<file path="src/rtl/wr_pkg.sv">
package wr_pkg;
  typedef enum logic [1:0] {
    SQ_IDLE = 2'd0,
    SQ_READ = 2'd1,
    SQ_LOAD = 2'd2,
    SQ_WAIT = 2'd3
  } seq_state_t;
endpackage

</file>
<file path="src/rtl/wr_fsa.sv">
module wr_fsa #(
  parameter int BIN_N = 2,
  parameter int THR_N = 2,
  parameter int OUT_W = 8,
  parameter int ST_W  = 3,
  parameter int SET_W = 3,
  localparam int VEC_W = BIN_N + THR_N,
  localparam int IDX_W = ST_W + VEC_W,
  localparam int ENT_W = ST_W + SET_W,
  localparam int TBL_D = 1 << IDX_W
) (
  input  logic                   clk,
  input  logic                   rst,
  input  logic                   cfg_we,
  input  logic [IDX_W-1:0]       cfg_addr,
  input  logic [ENT_W-1:0]       cfg_data,
  input  logic                   step,
  input  logic [BIN_N-1:0]       bin,
  input  logic [THR_N*OUT_W-1:0] ctl,
  input  logic [THR_N*OUT_W-1:0] thr,
  output logic [ST_W-1:0]        state_q,
  output logic [SET_W-1:0]       set_q
);
  logic [THR_N-1:0] above;
  logic [ENT_W-1:0] table_q [TBL_D];
  logic [ENT_W-1:0] entry;

  for (genvar i = 0; i < THR_N; i++) begin : g_cmp
    assign above[i] = ctl[i*OUT_W +: OUT_W] > thr[i*OUT_W +: OUT_W];
  end

  always_ff @(posedge clk) begin
    if (cfg_we) table_q[cfg_addr] <= cfg_data;
  end

  assign entry = table_q[{state_q, above, bin}];

  always_ff @(posedge clk) begin
    if (rst) begin
      state_q <= '0;
      set_q   <= '0;
    end else if (step) begin
      state_q <= entry[ENT_W-1:SET_W];
      set_q   <= entry[SET_W-1:0];
    end
  end
endmodule

</file>
<file path="src/rtl/wr_frame_gate.sv">
module wr_frame_gate #(
  parameter int GAP_W = 4
) (
  input  logic             clk,
  input  logic             rst,
  input  logic             idle,
  input  logic [GAP_W-1:0] gap,
  output logic             win_q
);
  logic             idle_d;
  logic [GAP_W-1:0] fcnt;

  always_ff @(posedge clk) begin
    if (rst) begin
      idle_d <= 1'b0;
      fcnt   <= '0;
      win_q  <= 1'b0;
    end else begin
      idle_d <= idle;
      if (idle && !idle_d) begin
        win_q <= (fcnt == '0);
        fcnt  <= (fcnt >= gap) ? '0 : fcnt + 1'b1;
      end else if (!idle) begin
        win_q <= 1'b0;
      end
    end
  end
endmodule

</file>
<file path="src/rtl/wr_row_seq.sv">
module wr_row_seq
  import wr_pkg::*;
#(
  parameter int SET_W  = 3,
  parameter int ROW_W  = 5,
  parameter int ROWS   = 32,
  parameter int DATA_W = 256,
  localparam int ADDR_W = SET_W + ROW_W
) (
  input  logic              clk,
  input  logic              rst,
  input  logic              win,
  input  logic              idle,
  input  logic [SET_W-1:0]  cur_set,
  output logic              mem_rd,
  output logic [ADDR_W-1:0] mem_addr,
  input  logic [DATA_W-1:0] mem_rdata,
  output logic              dac_wr,
  output logic [ROW_W-1:0]  dac_row,
  output logic [DATA_W-1:0] dac_data,
  input  logic              dac_ack
);
  localparam logic [ROW_W-1:0] LAST_ROW = ROW_W'(ROWS - 1);

  seq_state_t       st;
  logic [ROW_W-1:0] row;
  logic [SET_W-1:0] row_set;

  always_ff @(posedge clk) begin
    if (rst) begin
      st       <= SQ_IDLE;
      row      <= '0;
      row_set  <= '0;
      mem_rd   <= 1'b0;
      mem_addr <= '0;
      dac_wr   <= 1'b0;
      dac_row  <= '0;
      dac_data <= '0;
    end else begin
      unique case (st)
        SQ_IDLE: if (win && idle) begin
          mem_rd   <= 1'b1;
          mem_addr <= {cur_set, row};
          row_set  <= cur_set;
          st       <= SQ_READ;
        end
        SQ_READ: begin
          mem_rd <= 1'b0;
          st     <= SQ_LOAD;
        end
        SQ_LOAD: begin
          dac_wr   <= 1'b1;
          dac_data <= mem_rdata;
          dac_row  <= row;
          st       <= SQ_WAIT;
        end
        SQ_WAIT: begin
          dac_wr <= 1'b0;
          if (dac_ack) begin
            if (cur_set != row_set) row <= '0;
            else if (row == LAST_ROW) row <= '0;
            else row <= row + 1'b1;
            st <= SQ_IDLE;
          end
        end
        default: st <= SQ_IDLE;
      endcase
    end
  end
endmodule

</file>
<file path="src/rtl/wr_row_watchdog.sv">
module wr_row_watchdog #(
  parameter int ROWS  = 32,
  parameter int ROW_W = 5,
  parameter int AGE_W = 16
) (
  input  logic             clk,
  input  logic             rst,
  input  logic             wr,
  input  logic [ROW_W-1:0] wr_row,
  input  logic [AGE_W-1:0] limit,
  output logic             alarm_q
);
  localparam logic [AGE_W-1:0] AGE_MAX = '1;

  logic [AGE_W-1:0] age [ROWS];
  logic [ROWS-1:0]  stale;

  for (genvar r = 0; r < ROWS; r++) begin : g_age
    assign stale[r] = age[r] >= limit;
    always_ff @(posedge clk) begin
      if (rst) age[r] <= '0;
      else if (wr && wr_row == ROW_W'(r)) age[r] <= '0;
      else if (age[r] != AGE_MAX) age[r] <= age[r] + 1'b1;
    end
  end

  always_ff @(posedge clk) begin
    if (rst) alarm_q <= 1'b0;
    else     alarm_q <= |stale;
  end
endmodule

</file>
<file path="src/rtl/wset_refresh_seq.sv">
module wset_refresh_seq #(
  parameter int BIN_N   = 2,
  parameter int THR_N   = 2,
  parameter int OUT_W   = 8,
  parameter int NUM_ST  = 8,
  parameter int NUM_SET = 8,
  parameter int ROWS    = 32,
  parameter int COLS    = 32,
  parameter int DAC_W   = 8,
  parameter int AGE_W   = 16,
  parameter int GAP_W   = 4,
  localparam int ST_W   = $clog2(NUM_ST),
  localparam int SET_W  = $clog2(NUM_SET),
  localparam int ROW_W  = $clog2(ROWS),
  localparam int IDX_W  = ST_W + BIN_N + THR_N,
  localparam int ENT_W  = ST_W + SET_W,
  localparam int ADDR_W = SET_W + ROW_W,
  localparam int DATA_W = COLS * DAC_W
) (
  input  logic                   clk,
  input  logic                   rst,
  input  logic                   step_i,
  input  logic [BIN_N-1:0]       bin_i,
  input  logic [THR_N*OUT_W-1:0] ctl_i,
  input  logic [THR_N*OUT_W-1:0] thr_i,
  input  logic                   cfg_we,
  input  logic [IDX_W-1:0]       cfg_addr,
  input  logic [ENT_W-1:0]       cfg_data,
  input  logic                   idle_phase,
  input  logic [GAP_W-1:0]       frame_gap,
  input  logic [AGE_W-1:0]       wd_limit,
  output logic                   mem_rd,
  output logic [ADDR_W-1:0]      mem_addr,
  input  logic [DATA_W-1:0]      mem_rdata,
  output logic                   dac_wr,
  output logic [ROW_W-1:0]       dac_row,
  output logic [DATA_W-1:0]      dac_data,
  input  logic                   dac_ack,
  output logic [ST_W-1:0]        fsa_state,
  output logic [SET_W-1:0]       wset,
  output logic                   wd_alarm
);
  logic win;

  wr_fsa #(.BIN_N(BIN_N), .THR_N(THR_N), .OUT_W(OUT_W), .ST_W(ST_W), .SET_W(SET_W)) u_fsa (
    .clk(clk), .rst(rst), .cfg_we(cfg_we), .cfg_addr(cfg_addr), .cfg_data(cfg_data),
    .step(step_i), .bin(bin_i), .ctl(ctl_i), .thr(thr_i),
    .state_q(fsa_state), .set_q(wset)
  );

  wr_frame_gate #(.GAP_W(GAP_W)) u_gate (
    .clk(clk), .rst(rst), .idle(idle_phase), .gap(frame_gap), .win_q(win)
  );

  wr_row_seq #(.SET_W(SET_W), .ROW_W(ROW_W), .ROWS(ROWS), .DATA_W(DATA_W)) u_seq (
    .clk(clk), .rst(rst), .win(win), .idle(idle_phase), .cur_set(wset),
    .mem_rd(mem_rd), .mem_addr(mem_addr), .mem_rdata(mem_rdata),
    .dac_wr(dac_wr), .dac_row(dac_row), .dac_data(dac_data), .dac_ack(dac_ack)
  );

  wr_row_watchdog #(.ROWS(ROWS), .ROW_W(ROW_W), .AGE_W(AGE_W)) u_wd (
    .clk(clk), .rst(rst), .wr(dac_wr), .wr_row(dac_row), .limit(wd_limit),
    .alarm_q(wd_alarm)
  );
endmodule

</file>
<file path="config.mk">
export PLATFORM = sky130hd
export DESIGN_NAME = wset_refresh_seq
export DESIGN_NICKNAME = d
export VERILOG_FILES = /design/src/rtl/wr_pkg.sv /design/src/rtl/wr_fsa.sv /design/src/rtl/wr_frame_gate.sv /design/src/rtl/wr_row_seq.sv /design/src/rtl/wr_row_watchdog.sv /design/src/rtl/wset_refresh_seq.sv
export SDC_FILE = /design/constraint.sdc
export NUM_CORES = 2
export LEC_CHECK = 0
export ABC_CLOCK_PERIOD_IN_PS = 3550
export BUFFER_PORTS_ARGS = -buffer_cell sky130_fd_sc_hd__clkbuf_2
export CAP_MARGIN = 20
export CORE_MARGIN = 5
export CORE_UTILIZATION = 55
export CTS_BUF_LIST = sky130_fd_sc_hd__clkbuf_4 sky130_fd_sc_hd__clkbuf_8 sky130_fd_sc_hd__clkbuf_16
export CTS_CLUSTER_DIAMETER = 80
export DETAILED_ROUTE_END_ITERATION = 8
export HOLD_SLACK_MARGIN = 0.1
export PLACE_DENSITY = 0.74
export SYNTH_ARGS = -nofsm -noshare
export SYNTH_HDL_FRONTEND = slang
export SYNTH_SLANG_ARGS = --single-unit
</file>
<file path="constraint.sdc">
create_clock -name clk -period 3.55 [get_ports clk]
set_input_delay 0.71 -clock clk [delete_from_list [all_inputs] [get_ports clk]]
set_output_delay 0.71 -clock clk [all_outputs]
set_load 0.01 [all_outputs]
</file>
-- Word level (Yosys, flattened, before mapping)
Memory sizes are Yosys's and may differ from the RTL's. A register that Yosys moved wholly into a read port is not among the register bits.
Index checks and enable logic that the tools add are counted.
- $add $sub $neg: 34
- $lt $le $gt $ge: 35
- equal/unequal tests: 71
- mux-type cells: 303
- bitwise operators: 64
- reduce and logical (&&, ||, !) cells: 45
- operators by type and width (operator ; count):
    16-bit two-way mux ; 64
    16-bit by 1-bit adder with 16-bit output (second input constant) ; 32
    16-bit >= comparator ; 32
    16-bit != test (second input constant) ; 32
    1-bit two-way mux ; 231
    5-bit equality test (second input constant) ; 17
    1-bit OR ; 64
    5-bit by 4-bit equality test with 1-bit output (second input constant) ; 8
    1-bit logical AND ; 34
    32-bit OR reduction ; 1
    5-bit by 3-bit equality test with 1-bit output (second input constant) ; 4
    8-bit > comparator ; 2
    5-bit by 2-bit equality test with 1-bit output (second input constant) ; 2
    5-bit two-way mux ; 2
    2-bit one-hot mux with 4 select lines ; 1
    2-bit AND reduction ; 4
    5-bit by 1-bit adder with 5-bit output (second input constant) ; 1
    5-bit by 1-bit equality test with 1-bit output (second input constant) ; 1
    5-bit logical NOT ; 1
    4-bit by 1-bit adder with 4-bit output (second input constant) ; 1
    2-bit equality test (second input constant) ; 2
    4-bit >= comparator ; 1
    4-bit logical NOT ; 1
    2-bit two-way mux ; 2
    other kinds (9) ; 12
- flip-flop bits (word level): 288
- bits in writable memories: 1280
- output and inout port bits: 278
- memories kept: 2
- memories (memory ; words ; bits a word ; rd ports ; clocked after memory_dff ; wr ports ; RTL line ; text):
    u_fsa.table_q ; 128 ; 6 ; 1 ; 1 ; 1 ; wr_fsa.sv:25 ; logic [ENT_W-1:0] table_q [TBL_D];
    u_wd.age ; 32 ; 16 ; 32 ; 0 ; 32 ; wr_row_watchdog.sv:15 ; logic [AGE_W-1:0] age [ROWS];

-- Logic depth before layout (Yosys ltp)
- word-level depth: 7
- depth in mapped cells: 15

-- By module
Synthesis repeated with hierarchy kept, for this count alone.
- cells, all modules: 6221
- area, all modules: 78059.9 sq um
- by module, submodules not included (module ; instances ; cells an instance ; area each (sq um) ; sequential area each (sq um)):
    wr_row_watchdog ; 1 ; 3704 ; 36852.8 ; 15394.8
    wr_fsa ; 1 ; 1537 ; 30965.9 ; 23182.2
    wr_row_seq ; 1 ; 936 ; 9868.2 ; 5565.3
    wr_frame_gate ; 1 ; 44 ; 372.9 ; 120.1

-- Worst setup path after synthesis
No wires, ideal clock.
- kind: input to register
- start: input port wd_limit[13]
- end: register u_wd.alarm_q
- library setup time: 0.139 ns
- arrival time: 3.729 ns
- setup slack: -0.318 ns
- stages on the path: 11
- path buffers: 0
- cell sequence: inv_1 > ha_1 > a21oi_1 > o22ai_1 > or4_1 > nor4_1 > nand4_1 > or4_1 > a2111oi_2 > and4b_1 > a41oi_1
- longest elaborated chain between the ends: 2
- elaborated cells between the ends (all ways): 33
- classes of those cells: order compare (32); reduce/logical (1)
- RTL lines (what ; RTL line ; text):
    start: declaration ; wset_refresh_seq.sv:31 ; input logic [AGE_W-1:0] wd_limit,
    16-bit >= comparator ; wr_row_watchdog.sv:19 ; assign stale[r] = age[r] >= limit;
    32-bit OR reduction * ; wr_row_watchdog.sv:29 ; else alarm_q <= |stale;
    end signal: assignment ; wr_row_watchdog.sv:29 ;
    end: declaration ; wr_row_watchdog.sv:11 ; output logic alarm_q
Mark *: on every way between the ends. The rest lies on a longest branch, timed or not.
A chain may end at the register's enable or synchronous reset.

==> results.yml <==
floorplan:
  ioPinCount: 607
  coreArea_um2: 142000
  num_rows: 138
  die_w_um: 387
  initial_core_util: 0.553
  dieHeight_um: 387
  die_area_um2: 150000
critical_path:
  cp.arrival_ns: 4.00
  critical_path_class: "reg2reg"
  critPathMaxFanout: 3
  start_kind: "flop"
  cp-end-kind: "flop"
  worstPathRequired_ns: 4.19
timing:
  hold_viol: 0
  fin_skew_ns: 0.0530
  grt_setup_unrepaired: "no"
  timing.slew.headroom: 0.286
  fin_crit_ns: 3.36
  setup_viol: 0
  max_freq_ghz: 0.297
  fin_worst_hold_slack_ns: 0.149
  tns_ns: 0
  worst_pin_slew_ns: 1.07
  slew_violations: 0
  period_share: 0.947
pwr:
  cellPowerDensity_nw_per_um2: 477
  power.leakage_uw: 0.0379
  peakVddDrop_uv: 468
route:
  vias_per_cell: 6.02
  wl_mm: 247
  ant_nets: 0
  drc: 0
  first_iter_violations: 6261
  wl_per_cell_um: 25.7
  first_pass_iters: 6
  vias: 57900
synthesis:
  synth_top_area_share: 0.491
  synth_compound_area_frac: 0.0549
  netlist_area_um2: 78300
  synthXorXnorAreaFrac: 0.0503
  synthMuxAreaShare: 0.0796
  synth_top_family_by_area: "simple AND/OR/NAND/NOR gates"
  ys.flop_type: "edfxtp_1"
  synth_area_leaders: "edfxtp_1 49%, ha_1 9.1%, dfxtp_1 7.4%"
  yosys.area_share.adder: 0.0914
  synth_seq_cells: 1571
  synth_nets: 7367
  synth-edff-count: 1280
  yosys.area.top_type: "edfxtp_1"
  syn_inst: 6466
  syn_avg_cell_area_um2: 12.1
  synthSimpleGateAreaFrac: 0.140
  yosysSeqAreaShare: 0.565
  synth.distinct_cells: 76
  yosys_warnings: 0
  async_flop_share: 0
global_route:
  grt_pass1_wl_mm: 365
  grt_overflow: 0
  grt_max_degree: 129
  antenna_found_initial: 20
  track_usage: 0.320
  grt_pass1_vias: 57400
job:
  drv_cap: 0
clocking:
  cts-htree-levels: 4
  cts_tree: "built"
  path_clk_slew_ns: 0.06
  cts_buffers: 167
  cts-root-buf: "clkbuf_16"
  cts_buffer_depth: 3
  insertion_delay_ns: 0.83
  cts_sinks: 1571
final_layout:
  nets: 8469
  area_growth_pct: 19.7
  drive_gt1_frac: 0.199
outcome:
  status: "finished, final reports clean"
placed_design:
  globalplace.congestion: 1.06
  place.port_buffers: 606
  dp_hpwl_mm: 184
worst_hold_path:
  hold_path_class: "in2reg"
-- logic make-up after synthesis --
| group | Yosys count |
|---|---|
| compound gates | 628 |
| xor+xnor | 450 |
| fa+ha+maj | 572 |
| buf+inv | 366 |
| flops | 1571 |
| mux | 462 |
| simple gates | 2417 |
-- worst paths after layout --
kind | startpoint | end | slack (ns) | cells past startpoint
hold reg to reg | u_seq.mem_addr[0]$_SDFFE_PP0P_ | u_seq.mem_addr[0]$_SDFFE_PP0P_ | 0.46 | 2
hold / removal | mem_rdata[155] | u_seq.dac_data[155]$_SDFFE_PP0P_ | 0.15 | 3
setup reg to reg | u_wd.age[0][191]$_SDFFCE_PN0P_ | u_wd.alarm_q$_SDFF_PP0_ | 0.19 | 10
setup / recovery | u_wd.age[0][191]$_SDFFCE_PN0P_ | u_wd.alarm_q$_SDFF_PP0_ | 0.19 | 10
-- report_power, final --
part / internal [uW] / total (uW) / switching, uW
Combinational: 2340 / 5750 / 3410
Clock: 10500 / 18200 / 7720
Sequential: 20300 / 20800 / 513
Total: 33100 / 44700 / 11600
-- sequential cells by signal (all words and copies together), names as in the netlist, 2 cells and up --
register        flops
u_seq.dac_row       5
u_seq.mem_addr      5
u_fsa.table_q     768
u_seq.dac_data    256
u_fsa.state_q       3
u_seq.st            2
u_wd.age          512
u_gate.fcnt         4
u_fsa.set_q         3
u_seq.row           5
u_seq.row_set       3
-- routing by layer --
layer | part of all wire | global-route usage | up-vias
met2 | 0.46 | 0.510 | 2836
met1 | 0.39 | 0.415 | 28300
met5 | 0.00013 | 0.00159 | -
met3 | 0.092 | 0.0767 | 603
li1 | - | - | 26100
met4 | 0.058 | 0.155 | 6
-- layout by cell type, fill, tap and decap left out, types with 19 or more instances in the layout --
master and count:
mux2i_1 326, a211oi_1 25, and4_1 19, o211ai_1 32, ha_1 567, inv_1 134, and3_1 141, a21o_1 116
xor2_1 262, a31oi_1 21, and2_1 24, a21oi_1 142, nor4_1 21, clkbuf_2 597, or3_1 25, clkinv_1 22
clkbuf_16 167, nand2_1 400, buf_4 400, o21ai_0 90, nand3_1 332, clkinv_2 33, dfxtp_1 291, or2_2 21
buf_12 50, a22oi_1 19, edfxtp_1 1280, nor2_1 1107, clkbuf_4 36, xnor2_1 188, nor3_1 42, mux4_2 128
nand4_1 154, dlygate4sd3_1 99, nor2b_1 45, nand2b_1 60
-- critical path: stages (launching register included) --
cell       delay [ns]
edfxtp_1         0.52
ha_1             0.28
nor4_4           0.24
nand4_1          0.10
or4_1            0.54
nor4_2           0.16
nand4_1          0.13
or4_1            0.55
a2111oi_2        0.29
and4b_1          0.25
a41oi_1          0.11
-- stage by stage --
| step | setup WS (ns) | cell area [um2] | power, uW | cells | util |
|---|---|---|---|---|---|
| finish | 0.187 | 93700 | 44700 | 9610 | 0.662 |
| global route | 0.0165 | 93700 | 46100 | 9606 | 0.662 |
| CTS | 0.0795 | 93700 | 44800 | 9597 | 0.661 |
| detailed placement | -0.439 | 86900 | 26700 | 9187 | 0.614 |
| global placement | -0.357 | 86900 | 26600 | 9187 | 0.614 |
| floorplan | -0.203 | 78300 | 24000 | 6466 | - |
-- synth_stat cells (22+ instances only) --
cell type,n
clkbuf_1,155
o21ai_0,90
and2_1,24
and3_1,141
dfxtp_1,291
mux2i_1,326
xor2_1,262
edfxtp_1,1280
ha_1,572
nand4_1,154
nor3_1,42
o211ai_1,32
nor4_1,22
nand3_1,332
xnor2_1,188
buf_2,40
inv_1,149
nand2_1,401
mux4_2,128
nor2b_1,45
a211oi_1,25
nand2b_1,60
a21o_1,116
a21oi_1,142
nor2_1,1108
or3_1,25
-- layout make-up --
class	instances	area, um2
diodes	10	25.0
flip-flops and latches	1571	44300
clock buffers	220	4680
multi-input cells	4529	32700
clock inverters	91	1100
inverters	151	578
well taps	1890	2360
repair buffers	1148	8010
fillers	10400	47900
-- repair_timing --
| action | CTS | global route |
|---|---|---|
| hold buffers | 99 | 0 |
| hold endpoints to repair | 99 | 0 |
| setup endpoints to repair | 0 | 1 |
| resized for setup | 0 | 3 |
| setup buffers | 0 | 2 |
Note: power is estimated with default switching activity, not from simulation.
